### src/rtl/dtp_pkg.sv
package dtp_pkg;

   // Smallest supported width of the delay count.
   localparam int unsigned MIN_CNT_W = 8;

   // Legs in a complementary pair: index 0 follows the level, index 1 its inverse.
   localparam int unsigned NUM_LEGS  = 2;
   localparam int unsigned LEG_HI    = 0;
   localparam int unsigned LEG_LO    = 1;

   // Per-leg control state.
   typedef enum logic [1:0] {
      LEG_BLOCKED  = 2'd0,  // after reset, level not yet seen low
      LEG_LOADED   = 2'd1,  // level low, counter holds the fresh delay
      LEG_COUNTING = 2'd2,  // level high, counter running down
      LEG_DRIVING  = 2'd3   // level high, hold-off expired, gate on
   } leg_state_e;

endpackage

### src/rtl/rise_delay_leg.sv
module rise_delay_leg
   import dtp_pkg::*;
#(
   parameter int unsigned CNT_W = 8
) (
   input  logic             clk,
   input  logic             rst_n,
   input  logic             lvl_i,
   input  logic [CNT_W-1:0] dly_i,
   output logic             gate_o
);

   localparam logic [CNT_W-1:0] CNT_ZERO = '0;
   localparam logic [CNT_W-1:0] CNT_ONE  = CNT_W'(1);

   generate
      if (CNT_W < MIN_CNT_W) begin : g_bad_width
         $error("rise_delay_leg: CNT_W below minimum width");
      end
   endgenerate

   leg_state_e       state_q, state_n;
   logic [CNT_W-1:0] cnt_q, cnt_n;
   logic             gate_q, gate_n;
   logic             cnt_done;

   assign cnt_done = (cnt_q == CNT_ZERO);

   always_comb begin
      state_n = state_q;
      cnt_n   = cnt_q;
      gate_n  = gate_q;
      if (!lvl_i) begin
         // low level: rearm, reload and force the gate off
         state_n = LEG_LOADED;
         cnt_n   = dly_i;
         gate_n  = 1'b0;
      end else begin
         unique case (state_q)
            LEG_BLOCKED: begin
               gate_n = 1'b0;
            end
            LEG_LOADED, LEG_COUNTING: begin
               if (cnt_done) begin
                  state_n = LEG_DRIVING;
                  gate_n  = 1'b1;
               end else begin
                  state_n = LEG_COUNTING;
                  cnt_n   = cnt_q - CNT_ONE;
                  gate_n  = 1'b0;
               end
            end
            LEG_DRIVING: begin
               gate_n = 1'b1;
            end
            default: begin
               state_n = LEG_BLOCKED;
               gate_n  = 1'b0;
            end
         endcase
      end
   end

   always_ff @(posedge clk or negedge rst_n) begin
      if (!rst_n) begin
         state_q <= LEG_BLOCKED;
         cnt_q   <= CNT_ZERO;
         gate_q  <= 1'b0;
      end else begin
         state_q <= state_n;
         cnt_q   <= cnt_n;
         gate_q  <= gate_n;
      end
   end

   assign gate_o = gate_q;

   // an unarmed leg never drives
   a_r1_blocked_quiet: assert property (@(posedge clk) disable iff (!rst_n)
      (state_q == LEG_BLOCKED) |-> !gate_o);

   // a low level turns the gate off on the next edge
   a_r2_low_clears: assert property (@(posedge clk) disable iff (!rst_n)
      !lvl_i |=> !gate_o);

   // turn-on only after a high sample with the counter exhausted
   a_r3_rise_after_zero: assert property (@(posedge clk) disable iff (!rst_n)
      $rose(gate_o) |-> ($past(lvl_i) && $past(cnt_q == CNT_ZERO)));

   // once on, the gate holds while the level stays high
   a_r3_hold_until_fall: assert property (@(posedge clk) disable iff (!rst_n)
      (gate_o && lvl_i) |=> gate_o);

   // counter sticks at zero while the level stays high
   a_r7_saturate: assert property (@(posedge clk) disable iff (!rst_n)
      (lvl_i && cnt_done && (state_q != LEG_BLOCKED)) |=> (cnt_q == CNT_ZERO));

endmodule

### src/rtl/gate_deadband_pair.sv
module gate_deadband_pair
   import dtp_pkg::*;
#(
   parameter int unsigned CNT_W = 8
) (
   input  logic             clk,
   input  logic             rst_n,
   input  logic             pwm_i,
   input  logic [CNT_W-1:0] dly_i,
   output logic             hi_gate_o,
   output logic             lo_gate_o
);

   generate
      if (CNT_W < MIN_CNT_W) begin : g_bad_width
         $error("gate_deadband_pair: CNT_W below minimum width");
      end
   endgenerate

   logic [NUM_LEGS-1:0] leg_lvl;
   logic [NUM_LEGS-1:0] leg_gate;

   generate
      for (genvar g = 0; g < NUM_LEGS; g++) begin : g_leg
         if (g == LEG_HI) begin : g_true
            assign leg_lvl[g] = pwm_i;
         end else begin : g_inv
            assign leg_lvl[g] = ~pwm_i;
         end

         rise_delay_leg #(
            .CNT_W (CNT_W)
         ) leg_i (
            .clk    (clk),
            .rst_n  (rst_n),
            .lvl_i  (leg_lvl[g]),
            .dly_i  (dly_i),
            .gate_o (leg_gate[g])
         );
      end
   endgenerate

   assign hi_gate_o = leg_gate[LEG_HI];
   assign lo_gate_o = leg_gate[LEG_LO];

   // the complementary gates never overlap
   a_r8_no_overlap: assert property (@(posedge clk) disable iff (!rst_n)
      !(hi_gate_o && lo_gate_o));

   // high side follows a low control level off
   a_r2_hi_fall: assert property (@(posedge clk) disable iff (!rst_n)
      !pwm_i |=> !hi_gate_o);

   // low side follows a high control level off
   a_r2_lo_fall: assert property (@(posedge clk) disable iff (!rst_n)
      pwm_i |=> !lo_gate_o);

endmodule

### config.mk
export PLATFORM = sky130hd
export DESIGN_NAME = gate_deadband_pair
export DESIGN_NICKNAME = d
export VERILOG_FILES = /design/src/rtl/dtp_pkg.sv /design/src/rtl/rise_delay_leg.sv /design/src/rtl/gate_deadband_pair.sv
export SDC_FILE = /design/constraint.sdc
export NUM_CORES = 1
export LEC_CHECK = 0
export BUFFER_PORTS_ARGS = -buffer_cell sky130_fd_sc_hd__buf_4
export CAP_MARGIN = 10
export CELL_PAD_IN_SITES_DETAIL_PLACEMENT = 1
export CELL_PAD_IN_SITES_GLOBAL_PLACEMENT = 2
export CORE_MARGIN = 4
export CORE_UTILIZATION = 36
export DETAILED_ROUTE_END_ITERATION = 8
export PLACE_DENSITY_LB_ADDON = 0.1
export SKIP_CTS_REPAIR_TIMING = 1
export SLEW_MARGIN = 40
export SYNTH_ARGS = -nofsm -noshare
export SYNTH_HDL_FRONTEND = slang
export SYNTH_SLANG_ARGS = --single-unit
### constraint.sdc
create_clock -name clk -period 2.5 [get_ports clk]
set_input_delay 0.375 -clock clk [delete_from_list [all_inputs] [get_ports clk]]
set_output_delay 0.375 -clock clk [all_outputs]
set_load 0.01 [all_outputs]
==> flow_summary.toml <==
[critical_path]
crit_family = "simple AND/OR/NAND/NOR gates"
crit_buf_inv = 1
r2r-start = "g_leg[1].leg_i.state_q[0]$_DFFE_PN0N_"
r2r-end = "g_leg[1].leg_i.cnt_q[7]$_DFFE_PN0P_"
critPathMaxFanout = 7
crit_path_start_kind = "flip-flop"
worstSetupEndpointType = "flip-flop"
criticalPathCategory = "flip-flop to flip-flop"
startpoint = "g_leg[1].leg_i.state_q[0]$_DFFE_PN0N_"
rrSetupSlack_ns = 0.38
crit_cells = 5
crit_slowest_cell = "or4b_1"
rr_worst_depth = 5
cp.required_ns = 2.69
cp_slowest_stage_delay_ns = 0.56
endpoint = "g_leg[1].leg_i.cnt_q[7]$_DFFE_PN0P_"
crit_path_cell_trace = "inv_1 -> ha_1 -> or4b_1 -> or4_1 -> a31oi_1"
worstPathArrival_ns = 2.31

[place]
hpwl_um = 2582
gp_congestion = 0.7520
portBuffers = 12
dpl-instance-area_mm2 = 0.001510
preCtsSetupSlack_ns = 0.3830
post-place-cells = 204

[yosys]
async_reset_ff_share_pct = 100.0
ys_seq_area_share_pct = 41.04
synth_ff_type = "dfrtp_1"
syn_nets = 165
yosysUniqueCellTypes = 39
postSynthAreaPerCell_um2 = 9.187
ys_seq_elements = 22
synth-edff-count = 0
synthesis.area_mm2 = 0.001341
syn_inst = 146
yosysWarnings = 0

[layout]
fin_cells = 209
final_common_cell = "dfrtp_1"
antennaDiodeCount = 0
drive_gt1_share_pct = 17.79
stdcell_area_mm2 = 0.001575
nets = 183
most-common-layout-cells = "dfrtp_1 (22), buf_4 (18), inv_1 (13), nor2_1 (13), a31oi_1 (9)"
area_growth_pct = 17.44
fin_util_pct = 45.42

[floorplan]
die_h_um = 69.04
core_area_mm2 = 0.003468
initial_core_util_pct = 38.67
ios = 13
rows = 21
die_area_mm2 = 0.004767
die_w_um = 69.04

[sta]
clock_skew_ns = 0.005237
setup_viol = 0
rsz0062_at_grt = "no"
finalCritPeriodShare_pct = 84.75
min_period_ns = 2.119
tightestPinTransition_ns = 0.3849
max-slew-margin-rel_pct = 74.14
max_freq_mhz = 472.0
holdWs_ns = 0.3494
hold_viol = 0
fin_tns_setup_ns = 0
fin_ws_ns = 0.3813
slew_violations = 0

[power_and_ir_drop]
power_frac_seq_pct = 40.0
p_leak_nw = 0.6730
internal_power_mw = 0.8323
combPwrFrac_pct = 40.9
power.density_mw_per_mm2 = 857.6
power_frac_clock_pct = 19.2
total_power_mw = 1.351
swShare_pct = 38.39
switchingPower_mw = 0.5187
irDropWorstVdd_mv = 0.3415

[grt]
met1_usage_pct = 21.86
grt_usage_pct = 15.14
grtUsageMet2_pct = 23.20
grt_pass1_vias = 1200
grt_pass1_wl_um = 5934
antenna_found_initial = 0
met3_usage_pct = 3.488
grt_max_degree = 28
busiest_layer = "met2"
grt_overflow = 0

[route]
drt_iter0_drc = 43
ant_nets = 0
vias = 1180
drt-total-wl_um = 3451
first_pass_iters = 4
viasPerCell = 5.646
drc = 0
wl_per_cell_um = 16.51

[clock_network]
cts.sinks = 22
root_buffer = "clkbuf_8"
h-tree-depth = 1
worstSkewPairLatency_ns = 0.26
clk_pin_slew_ns = 0.08
cts_tree = "done"
cts_buffer_depth = 2
cts_buffers = 3

[status]
status = "finished clean"

[min_path]
hold_path.class = "primary input to flip-flop"

[flow_run]
cap_viol_max_count = 0
metal layers:
layer  vias to the layer above  routed length (um)
met5                         -                   0
met4                         0                  18
met3                         2                  85
met2                        10                1577
met1                       586                1770
li1                        582                   -
cell usage after synthesis (2+ instances only):
master      n  area, um^2
clkbuf_1    5       18.77
mux2i_1     2       20.02
nand3_1     4       20.02
or3b_2      2       17.52
a21oi_1     8       40.04
dfrtp_1    22       550.5
o21ai_0     7       35.03
nor2_1     13       48.80
ha_1        8       100.1
nor3_1      5       25.02
a2bb2oi_1   4       35.03
nand2_1     5       18.77
a31oi_1     9       56.30
or3_2       3       22.52
a221o_1     2       20.02
a2111o_1    2       22.52
nor3b_1     4       30.03
o211ai_1    2       15.01
inv_1      13       48.80
or4_1       7       52.55
power groups by stage:
stage / combinational (mW) / sequential, mW / clock, mW
2_1_floorplan: 0.398 / 0.521 / 0
3_3_place_gp: 0.535 / 0.540 / 0
3_5_place_dp: 0.554 / 0.547 / 0
4_1_cts: 0.556 / 0.541 / 0.271
5_1_grt: 0.634 / 0.557 / 0.288
6_report: 0.552 / 0.540 / 0.259
cells by family (layout without fill, tap and decap cells):
| kind of cell | Yosys count | count (layout) | synth area share (%) |
|---|---|---|---|
| AO/OA/AOI/OAI | 43 | 43 | 22.30 |
| AND/OR/NAND/NOR | 51 | 51 | 22.02 |
| buffers and inverters | 20 | 37 | 5.690 |
| adder cells (fa/ha/maj) | 8 | 8 | 7.463 |
| flip-flops | 22 | 22 | 41.04 |
| multiplexers | 2 | 2 | 1.493 |
flip-flops by register name, summed over array words and instances (netlist names):
name	cells
g_leg.leg_i.state_q	4
g_leg.leg_i.cnt_q	16
g_leg.leg_i.gate_o	2
worst min path at each step:
stage	from	end	slack [ns]	cells past startpoint
floorplan	rst_n	g_leg[0].leg_i.cnt_q[0]$_DFFE_PN0P_	0.08	0
global placement	rst_n	g_leg[0].leg_i.cnt_q[4]$_DFFE_PN0P_	0.29	1
detailed placement	rst_n	g_leg[0].leg_i.cnt_q[6]$_DFFE_PN0P_	0.29	1
CTS	rst_n	g_leg[0].leg_i.cnt_q[6]$_DFFE_PN0P_	-0.003	1
global route	dly_i[6]	g_leg[1].leg_i.cnt_q[6]$_DFFE_PN0P_	0.35	2
finish	dly_i[6]	g_leg[1].leg_i.cnt_q[6]$_DFFE_PN0P_	0.35	2
layout make-up:
type / instances / area [um^2]
Sequential cell: 22 / 550.5
Fill cell: 416 / 1893
Timing Repair Buffer: 19 / 145.1
Multi-Input combinational cell: 104 / 714.4
Inverter: 14 / 52.55
Tap cell: 46 / 57.56
Clock buffer: 4 / 55.05
Power figures use the tool's default switching activity.
